## config.mk

```make
export PLATFORM = sky130hd
export DESIGN_NAME = dual_sad_matcher
export DESIGN_NICKNAME = d
export VERILOG_FILES = /design/src/rtl/sadm_pkg.sv /design/src/rtl/sad_col_unit.sv /design/src/rtl/sad_scan_ctrl.sv /design/src/rtl/sad_best_track.sv /design/src/rtl/dual_sad_matcher.sv
export SDC_FILE = /design/constraint.sdc
export NUM_CORES = 1
export LEC_CHECK = 0
export ABC_AREA = 1
export BUFFER_PORTS_ARGS = -buffer_cell sky130_fd_sc_hd__buf_4
export CAP_MARGIN = 20
export CORE_UTILIZATION = 53
export DETAILED_ROUTE_END_ITERATION = 16
export GPL_ROUTABILITY_DRIVEN = 0
export GPL_TIMING_DRIVEN = 1
export PLACE_DENSITY_LB_ADDON = 0.1
export SLEW_MARGIN = 20
export SYNTH_ARGS = -nofsm -noshare
export SYNTH_HDL_FRONTEND = slang
export SYNTH_SLANG_ARGS = --single-unit
```

## constraint.sdc

```tcl
create_clock -name clk_i -period 12.8 [get_ports clk_i]
set_input_delay 1.92 -clock clk_i [delete_from_list [all_inputs] [get_ports clk_i]]
set_output_delay 1.92 -clock clk_i [all_outputs]
set_load 0.03 [all_outputs]
```

## src/rtl/sadm_pkg.sv

```systemverilog
package sadm_pkg;
  localparam int PIX_W = 8;

  function automatic int sad_width(input int blk);
    return PIX_W + 2 * $clog2(blk);
  endfunction

  function automatic int mv_width(input int range);
    return $clog2(range + 1) + 1;
  endfunction

  function automatic int idx_width(input int n);
    return (n > 1) ? $clog2(n) : 1;
  endfunction
endpackage

```

## src/rtl/sad_col_unit.sv

```systemverilog
module sad_col_unit
  import sadm_pkg::*;
#(
  parameter int BLK   = 4,
  parameter int SUM_W = 12
) (
  input  logic [BLK*PIX_W-1:0] ref_col_i,
  input  logic [BLK*PIX_W-1:0] pix_col_i,
  output logic [SUM_W-1:0]     sum_o
);
  logic [PIX_W-1:0] ad [BLK];

  for (genvar r = 0; r < BLK; r++) begin : g_ad
    logic [PIX_W-1:0] a, b;
    assign a     = ref_col_i[r*PIX_W +: PIX_W];
    assign b     = pix_col_i[r*PIX_W +: PIX_W];
    assign ad[r] = (a > b) ? (a - b) : (b - a);
  end

  always_comb begin
    sum_o = '0;
    for (int r = 0; r < BLK; r++) sum_o = sum_o + SUM_W'(ad[r]);
  end
endmodule

```

## src/rtl/sad_scan_ctrl.sv

```systemverilog
module sad_scan_ctrl
  import sadm_pkg::*;
#(
  parameter int BLK   = 4,
  parameter int RANGE = 2,
  localparam int SPAN  = 2 * RANGE + 1,
  localparam int NPAIR = RANGE + 1,
  localparam int COL_W = idx_width(BLK),
  localparam int DX_W  = idx_width(SPAN),
  localparam int PR_W  = idx_width(NPAIR)
) (
  input  logic             clk_i,
  input  logic             rst_ni,
  input  logic             start_i,
  input  logic             beat_i,
  output logic [COL_W-1:0] col_o,
  output logic [DX_W-1:0]  dx_o,
  output logic [PR_W-1:0]  pair_o,
  output logic             col_last_o,
  output logic             lower_ok_o,
  output logic             scan_last_o
);
  logic pair_last, dx_last;

  assign col_last_o  = (col_o == COL_W'(BLK - 1));
  assign pair_last   = (pair_o == PR_W'(NPAIR - 1));
  assign dx_last     = (dx_o == DX_W'(SPAN - 1));
  assign lower_ok_o  = !pair_last;   // last pass: lower candidate out of range
  assign scan_last_o = col_last_o && pair_last && dx_last;

  always_ff @(posedge clk_i or negedge rst_ni) begin
    if (!rst_ni) begin
      col_o  <= '0;
      dx_o   <= '0;
      pair_o <= '0;
    end else if (start_i) begin
      col_o  <= '0;
      dx_o   <= '0;
      pair_o <= '0;
    end else if (beat_i) begin
      if (col_last_o) begin
        col_o <= '0;
        if (pair_last) begin
          pair_o <= '0;
          dx_o   <= dx_last ? '0 : dx_o + 1'b1;
        end else begin
          pair_o <= pair_o + 1'b1;
        end
      end else begin
        col_o <= col_o + 1'b1;
      end
    end
  end
endmodule

```

## src/rtl/sad_best_track.sv

```systemverilog
module sad_best_track
  import sadm_pkg::*;
#(
  parameter int SAD_W = 12,
  parameter int MV_W  = 3
) (
  input  logic                    clk_i,
  input  logic                    rst_ni,
  input  logic                    init_i,
  input  logic                    eval_i,
  input  logic [SAD_W-1:0]        sad_a_i,
  input  logic [SAD_W-1:0]        sad_b_i,
  input  logic                    b_ok_i,
  input  logic signed [MV_W-1:0]  dx_i,
  input  logic signed [MV_W-1:0]  dy_i,
  output logic [SAD_W-1:0]        best_o,
  output logic signed [MV_W-1:0]  mv_x_o,
  output logic signed [MV_W-1:0]  mv_y_o
);
  logic [SAD_W-1:0]       n_sad;
  logic signed [MV_W-1:0] n_x, n_y;

  // upper candidate is earlier in scan order; strict compare keeps first on ties
  always_comb begin
    n_sad = best_o;
    n_x   = mv_x_o;
    n_y   = mv_y_o;
    if (sad_a_i < n_sad) begin
      n_sad = sad_a_i;
      n_x   = dx_i;
      n_y   = dy_i;
    end
    if (b_ok_i && (sad_b_i < n_sad)) begin
      n_sad = sad_b_i;
      n_x   = dx_i;
      n_y   = dy_i + MV_W'(1);
    end
  end

  always_ff @(posedge clk_i or negedge rst_ni) begin
    if (!rst_ni) begin
      best_o <= '1;
      mv_x_o <= '0;
      mv_y_o <= '0;
    end else if (init_i) begin
      best_o <= '1;
      mv_x_o <= '0;
      mv_y_o <= '0;
    end else if (eval_i) begin
      best_o <= n_sad;
      mv_x_o <= n_x;
      mv_y_o <= n_y;
    end
  end
endmodule

```

## src/rtl/dual_sad_matcher.sv

```systemverilog
module dual_sad_matcher
  import sadm_pkg::*;
#(
  parameter int BLK   = 4,
  parameter int RANGE = 2
) (
  input  logic                                  clk_i,
  input  logic                                  rst_ni,
  input  logic                                  ref_valid_i,
  input  logic [BLK*PIX_W-1:0]                  ref_col_i,
  input  logic                                  srch_valid_i,
  input  logic [(BLK+1)*PIX_W-1:0]              srch_col_i,
  output logic                                  busy_o,
  output logic                                  done_o,
  output logic signed [mv_width(RANGE)-1:0]     mv_x_o,
  output logic signed [mv_width(RANGE)-1:0]     mv_y_o,
  output logic [sad_width(BLK)-1:0]             sad_o
);
  localparam int SAD_W = sad_width(BLK);
  localparam int MV_W  = mv_width(RANGE);
  localparam int SPAN  = 2 * RANGE + 1;
  localparam int NPAIR = RANGE + 1;
  localparam int COL_W = idx_width(BLK);
  localparam int DX_W  = idx_width(SPAN);
  localparam int PR_W  = idx_width(NPAIR);

  logic [BLK*PIX_W-1:0] ref_q [BLK];
  logic [COL_W-1:0]     ld_cnt;
  logic [SAD_W-1:0]     acc_a, acc_b, sum_a, sum_b, tot_a, tot_b;
  logic [COL_W-1:0]     col;
  logic [DX_W-1:0]      dx_idx;
  logic [PR_W-1:0]      pair_idx;
  logic                 col_last, lower_ok, scan_last;
  logic signed [MV_W-1:0] dx_s, dy_s;

  logic ref_take, load_done, beat, eval;

  assign ref_take  = ref_valid_i && !busy_o;
  assign load_done = ref_take && (ld_cnt == COL_W'(BLK - 1));
  assign beat      = srch_valid_i && busy_o;
  assign eval      = beat && col_last;

  // reference mask storage
  always_ff @(posedge clk_i or negedge rst_ni) begin
    if (!rst_ni) begin
      for (int c = 0; c < BLK; c++) ref_q[c] <= '0;
      ld_cnt <= '0;
    end else if (ref_take) begin
      ref_q[ld_cnt] <= ref_col_i;
      ld_cnt        <= load_done ? '0 : ld_cnt + 1'b1;
    end
  end

  always_ff @(posedge clk_i or negedge rst_ni) begin
    if (!rst_ni) begin
      busy_o <= 1'b0;
      done_o <= 1'b0;
    end else begin
      done_o <= beat && scan_last;
      if (load_done)              busy_o <= 1'b1;
      else if (beat && scan_last) busy_o <= 1'b0;
    end
  end

  sad_scan_ctrl #(.BLK(BLK), .RANGE(RANGE)) u_scan (
    .clk_i       (clk_i),
    .rst_ni      (rst_ni),
    .start_i     (load_done),
    .beat_i      (beat),
    .col_o       (col),
    .dx_o        (dx_idx),
    .pair_o      (pair_idx),
    .col_last_o  (col_last),
    .lower_ok_o  (lower_ok),
    .scan_last_o (scan_last)
  );

  // both units see the same broadcast column, offset by one row
  sad_col_unit #(.BLK(BLK), .SUM_W(SAD_W)) u_upper (
    .ref_col_i (ref_q[col]),
    .pix_col_i (srch_col_i[0 +: BLK*PIX_W]),
    .sum_o     (sum_a)
  );

  sad_col_unit #(.BLK(BLK), .SUM_W(SAD_W)) u_lower (
    .ref_col_i (ref_q[col]),
    .pix_col_i (srch_col_i[PIX_W +: BLK*PIX_W]),
    .sum_o     (sum_b)
  );

  assign tot_a = acc_a + sum_a;
  assign tot_b = acc_b + sum_b;

  always_ff @(posedge clk_i or negedge rst_ni) begin
    if (!rst_ni) begin
      acc_a <= '0;
      acc_b <= '0;
    end else if (load_done) begin
      acc_a <= '0;
      acc_b <= '0;
    end else if (beat) begin
      acc_a <= col_last ? '0 : tot_a;
      acc_b <= col_last ? '0 : tot_b;
    end
  end

  assign dx_s = MV_W'(int'(dx_idx) - RANGE);
  assign dy_s = MV_W'(2 * int'(pair_idx) - RANGE);

  sad_best_track #(.SAD_W(SAD_W), .MV_W(MV_W)) u_best (
    .clk_i   (clk_i),
    .rst_ni  (rst_ni),
    .init_i  (load_done),
    .eval_i  (eval),
    .sad_a_i (tot_a),
    .sad_b_i (tot_b),
    .b_ok_i  (lower_ok),
    .dx_i    (dx_s),
    .dy_i    (dy_s),
    .best_o  (sad_o),
    .mv_x_o  (mv_x_o),
    .mv_y_o  (mv_y_o)
  );
endmodule

```

# Word-level counts from Yosys, hierarchy flattened
# Cells that the tools add are included.
word_totals:
  latch_bits: 0
  ff_bits: 181
  rom_bits: 0
  ram_bits: 0
  inputBits: 76
  elab_cells: 132
  memories: 0
op_classes:
  eq_ne: 4
  div_mod_pow: 0
  shifts: 0
  order_cmp: 13
  multipliers: 0
  bitwise_logic: 2
  n_reduce_logical: 20
  n_addsub: 31
  n_mux: 47
ops:
  columns: ["operator", "count"]
  rows:
  - ["$bwmux 128", 1]
  - ["$sub 8x8->8", 16]
  - ["$mux 12", 10]
  - ["$mux 32", 3]
  - ["$bmux 32 s2", 1]
  - ["$demux 32 s2", 1]
  - ["$gt 8x8->1", 8]
  - ["$mux 8", 8]
  - ["$add 12x8->12", 4]
  - ["$mux 3", 13]
  - ["$add 12x12->12", 2]
  - ["$lt 12x12->1", 2]
  - ["$add 8x8->9", 2]
  - ["$mux 2", 8]
  - ["$reduce_bool 2->1", 5]
  - ["$logic_and 1x1->1", 9]
  - ["$add 2x1->2 const B", 3]
  - ["$eq 2x2->1 const B", 3]
  - ["$ge 3x3->1 const B", 2]
  - ["$not 2->3", 2]
  - ["$sub 3x2->3 const B", 2]
  - ["$reduce_and 2->1", 2]
  - ["$add 3x1->3 const B", 1]
  - ["$add 3x2->3 const B", 1]
  - ["6 further kinds", 8]

# Logic depth before layout (Yosys ltp)
# Gate-level depths: netlist of run 1.
depth:
  depth_word: 17
  depth_mapped: 61

# Hierarchy
# From an unflattened synthesis of run 1, not the netlist that was laid out.
hier_totals:
  cells_unflattened: 2747
  area_unflattened_um2: 18360.1
by_module_without_submodules:
  columns: ["mod", "seq_area_each_um2", "instances", "cells_per_inst", "area_each_um2"]
  rows:
  - ["dual_sad_matcher", 3903.7, 1, 995, 7983.9]
  - ["sad_col_unit (u_upper)", 0.0, 1, 718, 4142.7]
  - ["sad_col_unit (u_lower)", 0.0, 1, 716, 4124.0]
  - ["sad_best_track", 465.4, 1, 262, 1701.6]
  - ["sad_scan_ctrl", 175.2, 1, 56, 407.9]

# Worst setup path after synthesis of run 1
# OpenSTA, ideal clock, no wires.
synth_path:
  path_type: "input -> register"
  start: "input port srch_col_i[0]"
  end: "register u_best.best_o[10]"
  arrival_ps: 9599
  setup_ps: 77
  slack_ps: 3124
  stages: 52
  path_cell_list: "ha_1 > inv_1 > fa_1 > inv_1 > nor2_1 > a211oi_1 > o21ai_0 > a21oi_1 > o21bai_1 > nand2_1 > buf_4 > nand2_1 > o21ai_1 > xnor2_1 > inv_1 > ha_1 > a21oi_1 > nand2_1 > [16 not listed] > ha_1 > nand2_1 > nor2_2 > nand2_1 > nor2_1 > nand2_1 > nand2_4 > clkbuf_1 > o21ai_0 > ha_1 > a21oi_1 > o21a_1 > o2111ai_1 > a21oi_1 > clkbuf_1 > nand4_1 > nand3_1 > nand2_1"
synth_between:
  elab_chain_len: 13
  word_cells_on_any_way: 15
  classes_between: "6 x add/sub; 3 x order compare; 5 x mux; 1 x reduce/logical"
synth_lines:
  columns: ["element", "line", "rtl"]
  rows:
  - ["from (decl)", "dual_sad_matcher.sv:12", "input logic [(BLK+1)*PIX_W-1:0] srch_col_i,"]
  - ["$sub 8x8->8 / $gt 8x8->1 (equally long branches)", "sad_col_unit.sv:17", "assign ad[r] = (a > b) ? (a - b) : (b - a);"]
  - ["$mux 8 *", "sad_col_unit.sv:17", null]
  - ["$add 8x8->9 *", "sad_col_unit.sv:22", "for (int r = 0; r < BLK; r++) sum_o = sum_o + SUM_W'(ad[r]);"]
  - ["$add 12x8->12 * (2 in a row)", "sad_col_unit.sv:22", null]
  - ["$add 12x12->12 *", "dual_sad_matcher.sv:91", "assign tot_a = acc_a + sum_a;"]
  - ["$lt 12x12->1", "sad_best_track.sv:28", "if (sad_a_i < n_sad) begin"]
  - ["$mux 12 *", "sad_best_track.sv:28", null]
  - ["$lt 12x12->1", "sad_best_track.sv:33", "if (b_ok_i && (sad_b_i < n_sad)) begin"]
  - ["$logic_and 1x1->1", "sad_best_track.sv:33", null]
  - ["$mux 12 *", "sad_best_track.sv:33", null]
  - ["$mux 12 *", "sad_best_track.sv:49", "end else if (eval_i) begin"]
  - ["$mux 12 *", "sad_best_track.sv:45", "end else if (init_i) begin"]
  - ["to (signal assigned)", "sad_best_track.sv:50", "best_o <= n_sad;"]
  - ["to (decl)", "sad_best_track.sv:16", "output logic [SAD_W-1:0] best_o,"]
# Every way passes the cells marked *; elsewhere a longest branch is shown, timed or not. The select of a mux whose other input is x is not followed.
# A chain may end at the register's enable or synchronous reset.

# Final worst setup path of run 1
layout_path:
  start: "register u_scan.col_o[1]"
  end: "register u_best.mv_y_o[2]"
layout_between:
  elab_chain_len: 17
  word_cells_on_any_way: 56
  classes_between: "24 x add/sub; 10 x order compare; 1 x eq/ne; 15 x mux; 1 x bitwise; 5 x reduce/logical"
layout_lines:
  columns: ["element", "line", "rtl"]
  rows:
  - ["from (decl)", "sad_scan_ctrl.sv:16", "output logic [COL_W-1:0] col_o,"]
  - ["from (signal assigned)", "sad_scan_ctrl.sv:50", "col_o <= col_o + 1'b1;"]
  - ["$not 2->3 (not written as such)", "dual_sad_matcher.sv:80, dual_sad_matcher.sv:86", null]
  - ["$bmux 32 s2", "dual_sad_matcher.sv:80, dual_sad_matcher.sv:86", null]
  - ["$mux 32 (not written as such) (2 in a row)", "dual_sad_matcher.sv:80, dual_sad_matcher.sv:86", null]
  - ["$sub 8x8->8 / $gt 8x8->1 (equally long branches)", "sad_col_unit.sv:17", null]
  - ["$mux 8", "sad_col_unit.sv:17", null]
  - ["$add 8x8->9", "sad_col_unit.sv:22", null]
  - ["$add 12x8->12 (2 in a row)", "sad_col_unit.sv:22", null]
  - ["$add 12x12->12", "dual_sad_matcher.sv:91", null]
  - ["$lt 12x12->1", "sad_best_track.sv:28", null]
  - ["$mux 12", "sad_best_track.sv:28", null]
  - ["$lt 12x12->1", "sad_best_track.sv:33", null]
  - ["$logic_and 1x1->1", "sad_best_track.sv:33", null]
  - ["$mux 3", "sad_best_track.sv:33", null]
  - ["$mux 3", "sad_best_track.sv:49", null]
  - ["$mux 3", "sad_best_track.sv:45", null]
  - ["to (signal assigned)", "sad_best_track.sv:52", "mv_y_o <= n_y;"]
  - ["to (decl)", "sad_best_track.sv:18", "output logic signed [MV_W-1:0] mv_y_o"]
# Several ways; a longest one is shown, not always the timed one. The select of a mux whose other input is x is not followed.

==> summary.md, run 1 <==
| Metric | Value |
|---|---|
| Status | `finished, final reports clean` |
| Ports | `96` |
| Layout Area Growth over Synthesis | `10.2%` |
| Startpoint types | `register` |
| YS warnings | `0` |
| Most common cell after layout, fill and taps aside | `nand2_1` |
| Mapped Avg Cell Area | `just under 8 µm²` |
| Initial Util | `roughly 54%` |
| Max-slew headroom | `35.3%` |
| WHS | `~0.48 ns` |
| HPWL Detailed | `a little over 30000 µm` |
| Crit path max-delay family | `compound AO/OA/AOI/OAI gates` |
| Largest cells by area after synthesis | `dfrtp_1 27%, ha_1 16%, nand2_1 11%` |
| CP arrival | `approximately 11 ns` |
| Worst path slowest cell | `a32oi_1` |
| Slew Viols, Final | `0` |
| Slew @ Worst Pin | `a little under 1 ns` |
| HP Class | `register to register` |
| Post-CTS setup buffer count | `0` |
| DR iter-0 viols | `between 1000 and 1500` |
| XOR/XNOR share of the synthesized area | `between 4 and 5%` |
| Gate Count Post-Synth | `roughly 2000` |
| TNS Setup | `0 ns` |
| PortBufs | `95` |
| Largest family of logic cells by synthesized area | `adder cells` |
| Gr usage total | `approximately 28%` |
| Die area | `approximately 0.030 mm²` |
| Core area | `roughly 0.029 mm²` |
| CP Max Fanout | `60` |
| Largest net degree at the start of global routing | `~80` |
| Worst Path Class, Setup | `register to register` |
| Vias in the first global route | `between 10000 and 15000` |
| Clock Tree Buf Depth | `2` |
| Hold_buf cts | `0` |
| Filler cells | `approximately 2700` |
| Setup Viol. Count Final | `0` |
| Mux cell area share after synthesis | `~1.9%` |
| H-tree depth | `4` |
| Wire per inst | `approximately 16 µm` |
| Tmin final | `between 10 and 15 ns` |
| Die Wd | `174 µm` |
| CP most frequent cell | `nand2_1` |
| Fmax | `96.5 MHz` |
| Crit share post-route | `80.9%` |
| Max-cap violations | `0` |
| Yosys top cell area share | `27.0%` |
| EDFF count, synth | `0` |
| Post-Syn Nets | `~2300` |
| Yosys reg bits | `between 150 and 200` |
| Simple logic cell fraction of the synthesized area | `about 16%` |
| CP Capture Type | `register` |
| Die Y | `between 150 and 200 µm` |
| Fin nets | `roughly 2400` |
| N_diodes | `0` |
| Multi-input logic area | `between 0.009 and 0.01 mm²` |
| Fraction of layout instances using a drive strength above 1 | `roughly a tenth` |
| Fin. Hold Viols | `0` |
| Fraction of the mapped netlist area in compound gates | `roughly 17%` |
| Pre-antenna DRT Iters | `5` |
| CTS buffer count | `17` |
| Clock Root Buffer | `clkbuf_16` |
| Skew final | `~0.016 ns` |
| Storage cell area | `about 0.0045 mm²` |
| Unrepaired setup endpoints after global routing | `false` |
| Grt ovf | `0` |
| Post-synthesis sequential area ratio | `approximately 29%` |
| WP data required | `between 10 and 15 ns` |
| Post-synth top area cell | `dfrtp_1` |
| Worst path max stage delay | `between 0.5 and 0.6 ns` |
| Synth Area in Adders | `22.0%` |
| Row cnt | `62` |
| Worst-case reg-to-reg path depth | `57` |
| Post-synth ARST share | `100%` |
| Later-pin clock latency in the skew report | `approximately 0.46 ns` |
| Clk sinks | `181` |
| Worst Path Buf+Inv | `10` |
| Main flop type after synthesis | `dfrtp_1` |
| Global-route wire length before repair | `around 66000 µm` |
| CTS tree | `built` |
| Worst path depth | `57` |
| Vias after detailed routing | `roughly 13000` |
| Post-CTS sizing | `0` |
| Final WL | `around 41000 µm` |
| Worst-path clk slew | `about 0.080 ns` |
| Yosys cell types | `49` |
| Vias per Instance | `between 5 and 6` |
| DR DRC count | `0` |
| Hold depth | `2` |
| Most frequent cells in the layout | `446 x nand2_1, 325 x inv_1, 228 x o21ai_0, 196 x ha_1, 168 x dfrtp_1` |
| Post-DRT Antenna Nets | `0` |
| Mapped cell area | `around 0.016 mm²` |
| Initial antenna violation count | `0` |
-- final cells by class --
type | count | area share, %
repair buffers | 107 | 4.67
flip-flops and latches | 181 | 26.3
multi-input cells | 1429 | 55.7
well taps | 384 | 2.78
clock buffers | 19 | 2.57
inverters | 330 | 7.17
clock inverters | 13 | 0.812
-- worst paths after layout --
| check | from | to | slack [ns] |
|---|---|---|---|
| setup / recovery | u_scan.col_o[1] | u_best.mv_y_o[2] | 2.44 |
| hold / removal | u_best.best_o[11] | u_best.best_o[11] | 0.48 |
| setup reg to reg | u_scan.col_o[1] | u_best.mv_y_o[2] | 2.44 |
| hold reg to reg | u_best.best_o[11] | u_best.best_o[11] | 0.48 |
| max in group asynchronous | rst_ni | ref_q[66] | 9.31 |
| min in group asynchronous | rst_ni | acc_b[9] | 1.36 |
-- sequential cells by signal, indices dropped and copies added, names as in the netlist, 3 cells and up --
| name | count |
|---|---|
| ref_q | 128 |
| acc_a | 12 |
| acc_b | 12 |
| u_best.best_o | 12 |
| u_best.mv_x_o | 3 |
| u_best.mv_y_o | 3 |
| u_scan.dx_o | 3 |
-- per-layer routing --
layer  track usage [%]  vias to the layer above  routed length (µm)
met5                 0                        -                   0
met4              9.36                        0                 993
met3              3.35                       54                1660
met2              46.2                      316               19100
met1              36.8                     6330               18700
li1                  -                     6687                   -
-- synth_stat cells, types with 8 or more instances --
| master | number |
|---|---|
| clkbuf_1 | 52 |
| a32oi_1 | 29 |
| xnor2_1 | 18 |
| nand3_1 | 58 |
| o211ai_1 | 8 |
| nand4_1 | 23 |
| ha_1 | 196 |
| o21bai_1 | 8 |
| buf_2 | 10 |
| o21ai_0 | 228 |
| mux2i_1 | 16 |
| mux2_2 | 11 |
| fa_1 | 50 |
| o22ai_1 | 18 |
| dfstp_2 | 12 |
| nand2_1 | 449 |
| xor2_1 | 59 |
| o21ai_1 | 10 |
| dfrtp_1 | 169 |
| a21oi_1 | 158 |
| nand3_2 | 11 |
| inv_1 | 326 |
| nor2_1 | 31 |
-- tightest hold or removal path: stages (launching register included) --
cell and delay (ns):
dfstp_2 0.38, nand2_1 0.06, nand2_1 0.04
-- cell families (layout without fill, tap and decap cells) --
family / after synthesis / count (layout)
and+or+nand+nor: 600 / 600
AOI/OAI and AO/OA: 478 / 478
buffers and inverters: 397 / 469
adders and majority gates: 246 / 246
DFF: 181 / 181
xor gates and xnor gates: 77 / 77
muxes: 28 / 28
-- per-stage QoR --
| stage | std cells | setup slack, ns | utilization [%] | instance area (µm²) |
|---|---|---|---|---|
| after global routing | 2463 | 1.59 | 59.8 | 17300 |
| after global placement | 2431 | 2.72 | 57.8 | 16700 |
| after floorplan | 2007 | 3.12 | - | 15700 |
| after CTS | 2463 | 2.55 | 59.8 | 17300 |
| final | 2463 | 2.44 | 59.8 | 17300 |
| after detailed placement | 2431 | 2.41 | 57.8 | 16700 |
Power of run 1 is left out: the tool's default activity adds up to more than one toggle a clock period on the data nets, which glitch-free logic cannot reach.
==> inputs of run 2 (changes only) <==
clock period = 9.2 ns   (was 12.8 ns; I/O delays follow)
==> run 2 against run 1 <==
  * First-iteration DRC count decreased by 3.3%
  * Worst setup slack worse by 1.9 ns
  * Global-route usage about the same
  * Cell count rose by 3.6%
  * Worst hold slack improved by 0.00095 ns
  * Final area increased by 5.8%
  * Clock-buffer cell count rose by 1
  * Clock skew up 0.0062 ns
  * Via count is 3.2% higher
  * Critical path depth shrank 4
  * Critical path type unchanged
==> summary.md, run 2 (same netlist as run 1, synthesis figures left out) <==
| Metric | Value |
|---|---|
| Vias in the first global route | `about 13000` |
| Worst path slowest cell | `fa_1` |
| WP data required | `roughly 9.6 ns` |
| Non-filler cells, final | `around 2600` |
| Fmax | `approximately 120 MHz` |
| Pre-antenna DRT Iters | `6` |
| Clk sinks | `181` |
| Crit share post-route | `94.5%` |
| Clock Tree Buf Depth | `2` |
| Core area | `slightly below 0.03 mm²` |
| Status | `finished, final reports clean` |
| CP Max Fanout | `17` |
| DR iter-0 viols | `roughly 1000` |
| CP most frequent cell | `inv_1` |
| Ports | `96` |
| Max-cap violations | `0` |
| Layout Area Growth over Synthesis | `16.6%` |
| Largest net degree at the start of global routing | `between 70 and 80` |
| Register with the most flip-flops | `ref_q` |
| Die area | `a little over 0.03 mm²` |
| Worst-path clk slew | `about 0.070 ns` |
| Worst Path Class, Setup | `register to register` |
| Later-pin clock latency in the skew report | `about 0.47 ns` |
| H-tree depth | `4` |
| CP Capture Type | `register` |
| Fraction of layout instances using a drive strength above 1 | `15.2%` |
| Startpoint types | `register` |
| PortBufs | `95` |
| Post-DRT Antenna Nets | `0` |
| Fin. Hold Viols | `0` |
| Max FFs per register | `approximately 130` |
| Global-route wire length before repair | `66200 µm` |
| Clock Root Buffer | `clkbuf_16` |
| Setup Viol. Count Final | `0` |
| Fin nets | `about 2500` |
| Filler cells | `between 2000 and 3000` |
| DR DRC count | `0` |
| CTS buffer count | `17` |
| Final WL | `just over 40000 µm` |
| Most common cell after layout, fill and taps aside | `nand2_1` |
| HPWL Detailed | `about 32000 µm` |
| Gr usage total | `~28%` |
| CP arrival | `approximately 9 ns` |
| Slew @ Worst Pin | `0.914 ns` |
| Skew final | `approximately 0.022 ns` |
| Placed Instances | `around 2500` |
| Die Wd | `between 150 and 200 µm` |
| HP Class | `register to register` |
| Row cnt | `between 60 and 70` |
| CTS tree | `built` |
| Most frequent cells in the layout | `442 x nand2_1, 324 x inv_1, 212 x o21ai_0, 190 x ha_1, 184 x buf_4` |
| Worst path max stage delay | `0.54 ns` |
| Initial antenna violation count | `1` |
| Slew Viols, Final | `0` |
| Vias after detailed routing | `13800` |
| Vias per Instance | `~5.4` |
| Initial Util | `between 50% and 60%` |
| Max-slew headroom | `39.1%` |
| Wire per inst | `roughly 16 µm` |
| Die Y | `between 150 and 200 µm` |
| Grt ovf | `0` |
| Tmin final | `8.69 ns` |
[run 2: changes by cell type in the layout (fill, tap and decap cells not counted), moves of 4 or more]
cell	before	now
buf_4	106	184
o21ai_0	228	212
o21ai_2	2	12
ha_1	196	190
o21ai_1	10	16
a21oi_1	158	153
ha_4	0	5
a21oi_2	1	5
nand2_1	446	442
nand2_2	10	14
[run 2: critical path, delay by kind of cell (launching register included)]
kind,cells,cell delay (ns)
buf+inv,15,1.80
fa+ha+maj,8,2.67
flops,1,0.43
simple gates,16,1.43
xor+xnor,3,0.60
compound gates,11,1.66
[run 2: cell type report]
| class | count | area (µm²) | share of cell area, % |
|---|---|---|---|
| clock buffers | 20 | 457 | 2.50 |
| diodes | 2 | 5.00 | 0.0274 |
| well taps | 384 | 480 | 2.63 |
| repair buffers | 193 | 1530 | 8.36 |
| clock inverters | 12 | 164 | 0.897 |
| multi-input cells | 1430 | 9840 | 53.9 |
| inverters | 330 | 1240 | 6.81 |
| flip-flops and latches | 181 | 4550 | 24.9 |
[run 2: layer usage]
layer	vias to the layer above	global-route usage, %	share of wire [%]
li1	6877	-	-
met1	6568	36.9	45
met2	319	45.9	48
met3	53	4.68	4.7
met4	0	7.64	2.3
met5	-	0	0
[run 2: what timing repair did]
action | 4_1_cts | 5_1_grt
endpoints found under the setup margin | 18 | 18
gates cloned | 0 | 2
gates resized for setup | 2 | 65
setup buffers | 0 | 10
hold endpoints to repair | 0 | 0
hold buffers | 0 | 0
pin swaps | 0 | 24
[run 2: worst paths after layout]
check / start / endpoint / slack [ns] / depth (start not counted)
max: u_scan.col_o[1] / u_best.mv_x_o[0] / 0.51 / 53
min: u_best.best_o[7] / u_best.best_o[7] / 0.48 / 2
max reg2reg: u_scan.col_o[1] / u_best.mv_x_o[0] / 0.51 / 53
min reg2reg: u_best.best_o[7] / u_best.best_o[7] / 0.48 / 2
max in group asynchronous: rst_ni / ref_q[8] / 6.32 / 3
min in group asynchronous: rst_ni / acc_b[8] / 0.86 / 1
[run 2: per-stage QoR]
step | area (µm²) | hold slack, ns | util, % | setup WS [ns] | TNS [ns]
6_report | 18300 | 0.480 | 63.3 | 0.508 | 0
5_1_grt | 18300 | 0.493 | 63.3 | -0.0362 | -0.217
4_1_cts | 17900 | 0.483 | 62.0 | 0.0347 | 0
3_5_place_dp | 17300 | 0.462 | 59.8 | -0.241 | -3.90
3_3_place_gp | 17300 | 0.459 | 59.8 | 0.0764 | 0
2_1_floorplan | 15700 | 0.448 | - | 0.0639 | 0
Power of run 2 is left out for the same reason.
==> inputs of run 3 (changes only) <==
ABC_AREA = 0   (was 1)
==> run 3 against run 2 <==
  * Worst setup slack lost 0.88 ns
  * Cell count shrank 12%
  * Wire length grew 1.1%
  * Synthesized area shrank 0.12%
  * Critical path type unchanged
  * The run now ends with negative setup slack left
  * Sequential cell count is the same
==> summary.md, run 3 <==
| Metric | Value |
|---|---|
| Worst Path Class, Setup | `register to register` |
| Largest family of logic cells by synthesized area | `adder cells` |
| Mux cell area share after synthesis | `around 17%` |
| XOR/XNOR share of the synthesized area | `3.92%` |
| Row cnt | `between 60 and 70` |
| Gr usage total | `between 20 and 30%` |
| Synth top cells by count | `199 x inv_1, 196 x ha_1, 169 x dfrtp_1, 153 x nand2_1, 121 x mux2_2` |
| Violated checks | `negative setup slack` |
| Most frequent cells in the layout | `287 x buf_4, 190 x inv_1, 174 x ha_1, 168 x dfrtp_1, 150 x nand2_1` |
| Fmax | `~100 MHz` |
| Wire per inst | `~19 µm` |
| Worst-path clk slew | `about 0.070 ns` |
| Simple logic cell fraction of the synthesized area | `under 10%` |
| Post-synthesis sequential area ratio | `between 20 and 30%` |
| Layout Area Growth over Synthesis | `26.0%` |
| Multi-input logic area | `roughly 0.011 mm²` |
| Fin nets | `approximately 2200` |
| Fraction of the mapped netlist area in compound gates | `between 10 and 15%` |
| Setup Viol. Count Final | `18` |
| CP Max Fanout | `5` |
| Post-synth top area cell | `dfrtp_1` |
| Clock Tree Buf Depth | `2` |
| Vias after detailed routing | `between 10000 and 15000` |
| HPWL Detailed | `approximately 32000 µm` |
| N_diodes | `0` |
| Fraction of layout instances using a drive strength above 1 | `between 30% and 40%` |
| WP data required | `9.59 ns` |
| Largest net degree at the start of global routing | `just under 70` |
| Max FFs per register | `about 130` |
| DR DRC count | `0` |
| EDFF count, synth | `0` |
| Final WL | `between 40000 and 50000 µm` |
| Initial Util | `roughly 54%` |
| PortBufs | `95` |
| Vias per Instance | `~5.6` |
| HP Class | `register to register` |
| Global-route wire length before repair | `about 67000 µm` |
| Vias in the first global route | `~13000` |
| Yosys reg bits | `between 150 and 200` |
| Post-Syn Nets | `1894` |
| Crit share post-route | `104%` |
| Largest cells by area after synthesis | `dfrtp_1 27%, ha_1 16%, mux2_2 8.7%` |
| Final WS setup | `-0.375 ns` |
| Main flop type after synthesis | `dfrtp_1` |
| CP Capture Type | `register` |
| Clk sinks | `approximately 180` |
| Yosys cell types | `around 70` |
| Max-cap violations | `0` |
| Post-DRT Antenna Nets | `0` |
| Die area | `between 0.03 and 0.04 mm²` |
| TNS Setup | `-5.32 ns` |
| Startpoint types | `register` |
| Synth Area in Adders | `between 20% and 30%` |
| Unrepaired setup endpoints after global routing | `true` |
| Hold_buf cts | `0` |
| Die Wd | `~170 µm` |
| CP arrival | `roughly 10 ns` |
| Reg2reg setup slack | `-0.37 ns` |
| Die Y | `around 170 µm` |
| H-tree depth | `4` |
| Count leader, synth | `inv_1` |
| CTS tree | `built` |
| Ports | `96` |
| Layout Utilization | `between 60% and 70%` |
| Mapped Avg Cell Area | `9.96 µm²` |
| Worst path slowest cell | `mux4_2` |
| Clock Root Buffer | `clkbuf_16` |
| Initial antenna violation count | `0` |
| Mapped cell area | `around 0.016 mm²` |
| Later-pin clock latency in the skew report | `roughly 0.46 ns` |
| Most common cell after layout, fill and taps aside | `buf_4` |
| Tmin final | `around 9.6 ns` |
| Max-slew headroom | `~38%` |
| YS warnings | `0` |
| Worst path max stage delay | `0.61 ns` |
| Filler cells | `2280` |
| Gate Count Post-Synth | `approximately 1600` |
| Status | `complete, but fails checks` |
| Slew Viols, Final | `0` |
| CTS buffer count | `17` |
| Core area | `~0.029 mm²` |
| Pre-antenna DRT Iters | `6` |
| Storage cell area | `around 0.0045 mm²` |
| Grt ovf | `0` |
| Skew final | `about 0.012 ns` |
| DR iter-0 viols | `approximately 870` |
| Register with the most flip-flops | `ref_q` |
| Post-synth ARST share | `100%` |
| Yosys top cell area share | `between 20% and 30%` |
| Slew @ Worst Pin | `slightly above 0.9 ns` |
| Fin. Hold Viols | `0` |
[run 3: logic make-up after synthesis]
family,Yosys count
xor gates and xnor gates,70
AOI/OAI and AO/OA,282
and+or+nand+nor,341
DFF,181
adders and majority gates,246
muxes,205
buffers and inverters,247
[run 3: per-layer routing]
layer  part of all wire (%)  global-route usage (%)
met1                     46                    39.1
met2                     48                    45.9
met3                    4.4                    4.69
met4                    2.2                    8.88
met5                      0                       0
[run 3: final timing paths]
kind                            startpoint  cells after the start                 to
min reg2reg                      ref_q[17]                      2          ref_q[17]
max in group asynchronous           rst_ni                      3           ref_q[4]
max reg2reg                u_scan.col_o[0]                     45  u_best.best_o[10]
min in group asynchronous           rst_ni                      1   u_best.mv_x_o[0]
max                        u_scan.col_o[0]                     45  u_best.best_o[10]
min                              ref_q[17]                      2          ref_q[17]
[run 3: critical path, delay by kind of cell, from the launching register on]
family,cells,cell delay (ns)
buffers and inverters,7,0.75
flip-flops,1,0.44
AND/OR/NAND/NOR,6,1.17
multiplexers,3,0.99
AO/OA/AOI/OAI,19,3.47
adder cells (fa/ha/maj),8,2.33
XOR/XNOR,2,0.34
[run 3: per-stage QoR]
step                      hold WS, ns  worst slack, ns  cell area, µm²  instances
after detailed placement        0.457           -0.517           18100       2167
after global placement          0.453           -0.313           18100       2167
after CTS                       0.474          -0.0387           19500       2241
after global routing            0.484           -0.774           19700       2246
final                           0.472           -0.375           19700       2246
after floorplan                 0.440         -0.00994           15800       1572
[run 3: what timing repair did]
action,CTS,global route
endpoints found under the setup margin,17,18
pin swaps,16,22
resized for setup,69,45
cloned,5,0
buffers inserted,38,6
[run 3: layout make-up]
cell class / count / share of cell area [%]
timing repair buffer: 305 / 12.5
multi-input combinational: 1145 / 55.2
clock buffer: 19 / 2.25
inverter: 199 / 3.79
tap: 384 / 2.44
sequential: 181 / 23.1
clock inverter: 13 / 0.736
Power of run 3 is left out for the same reason.
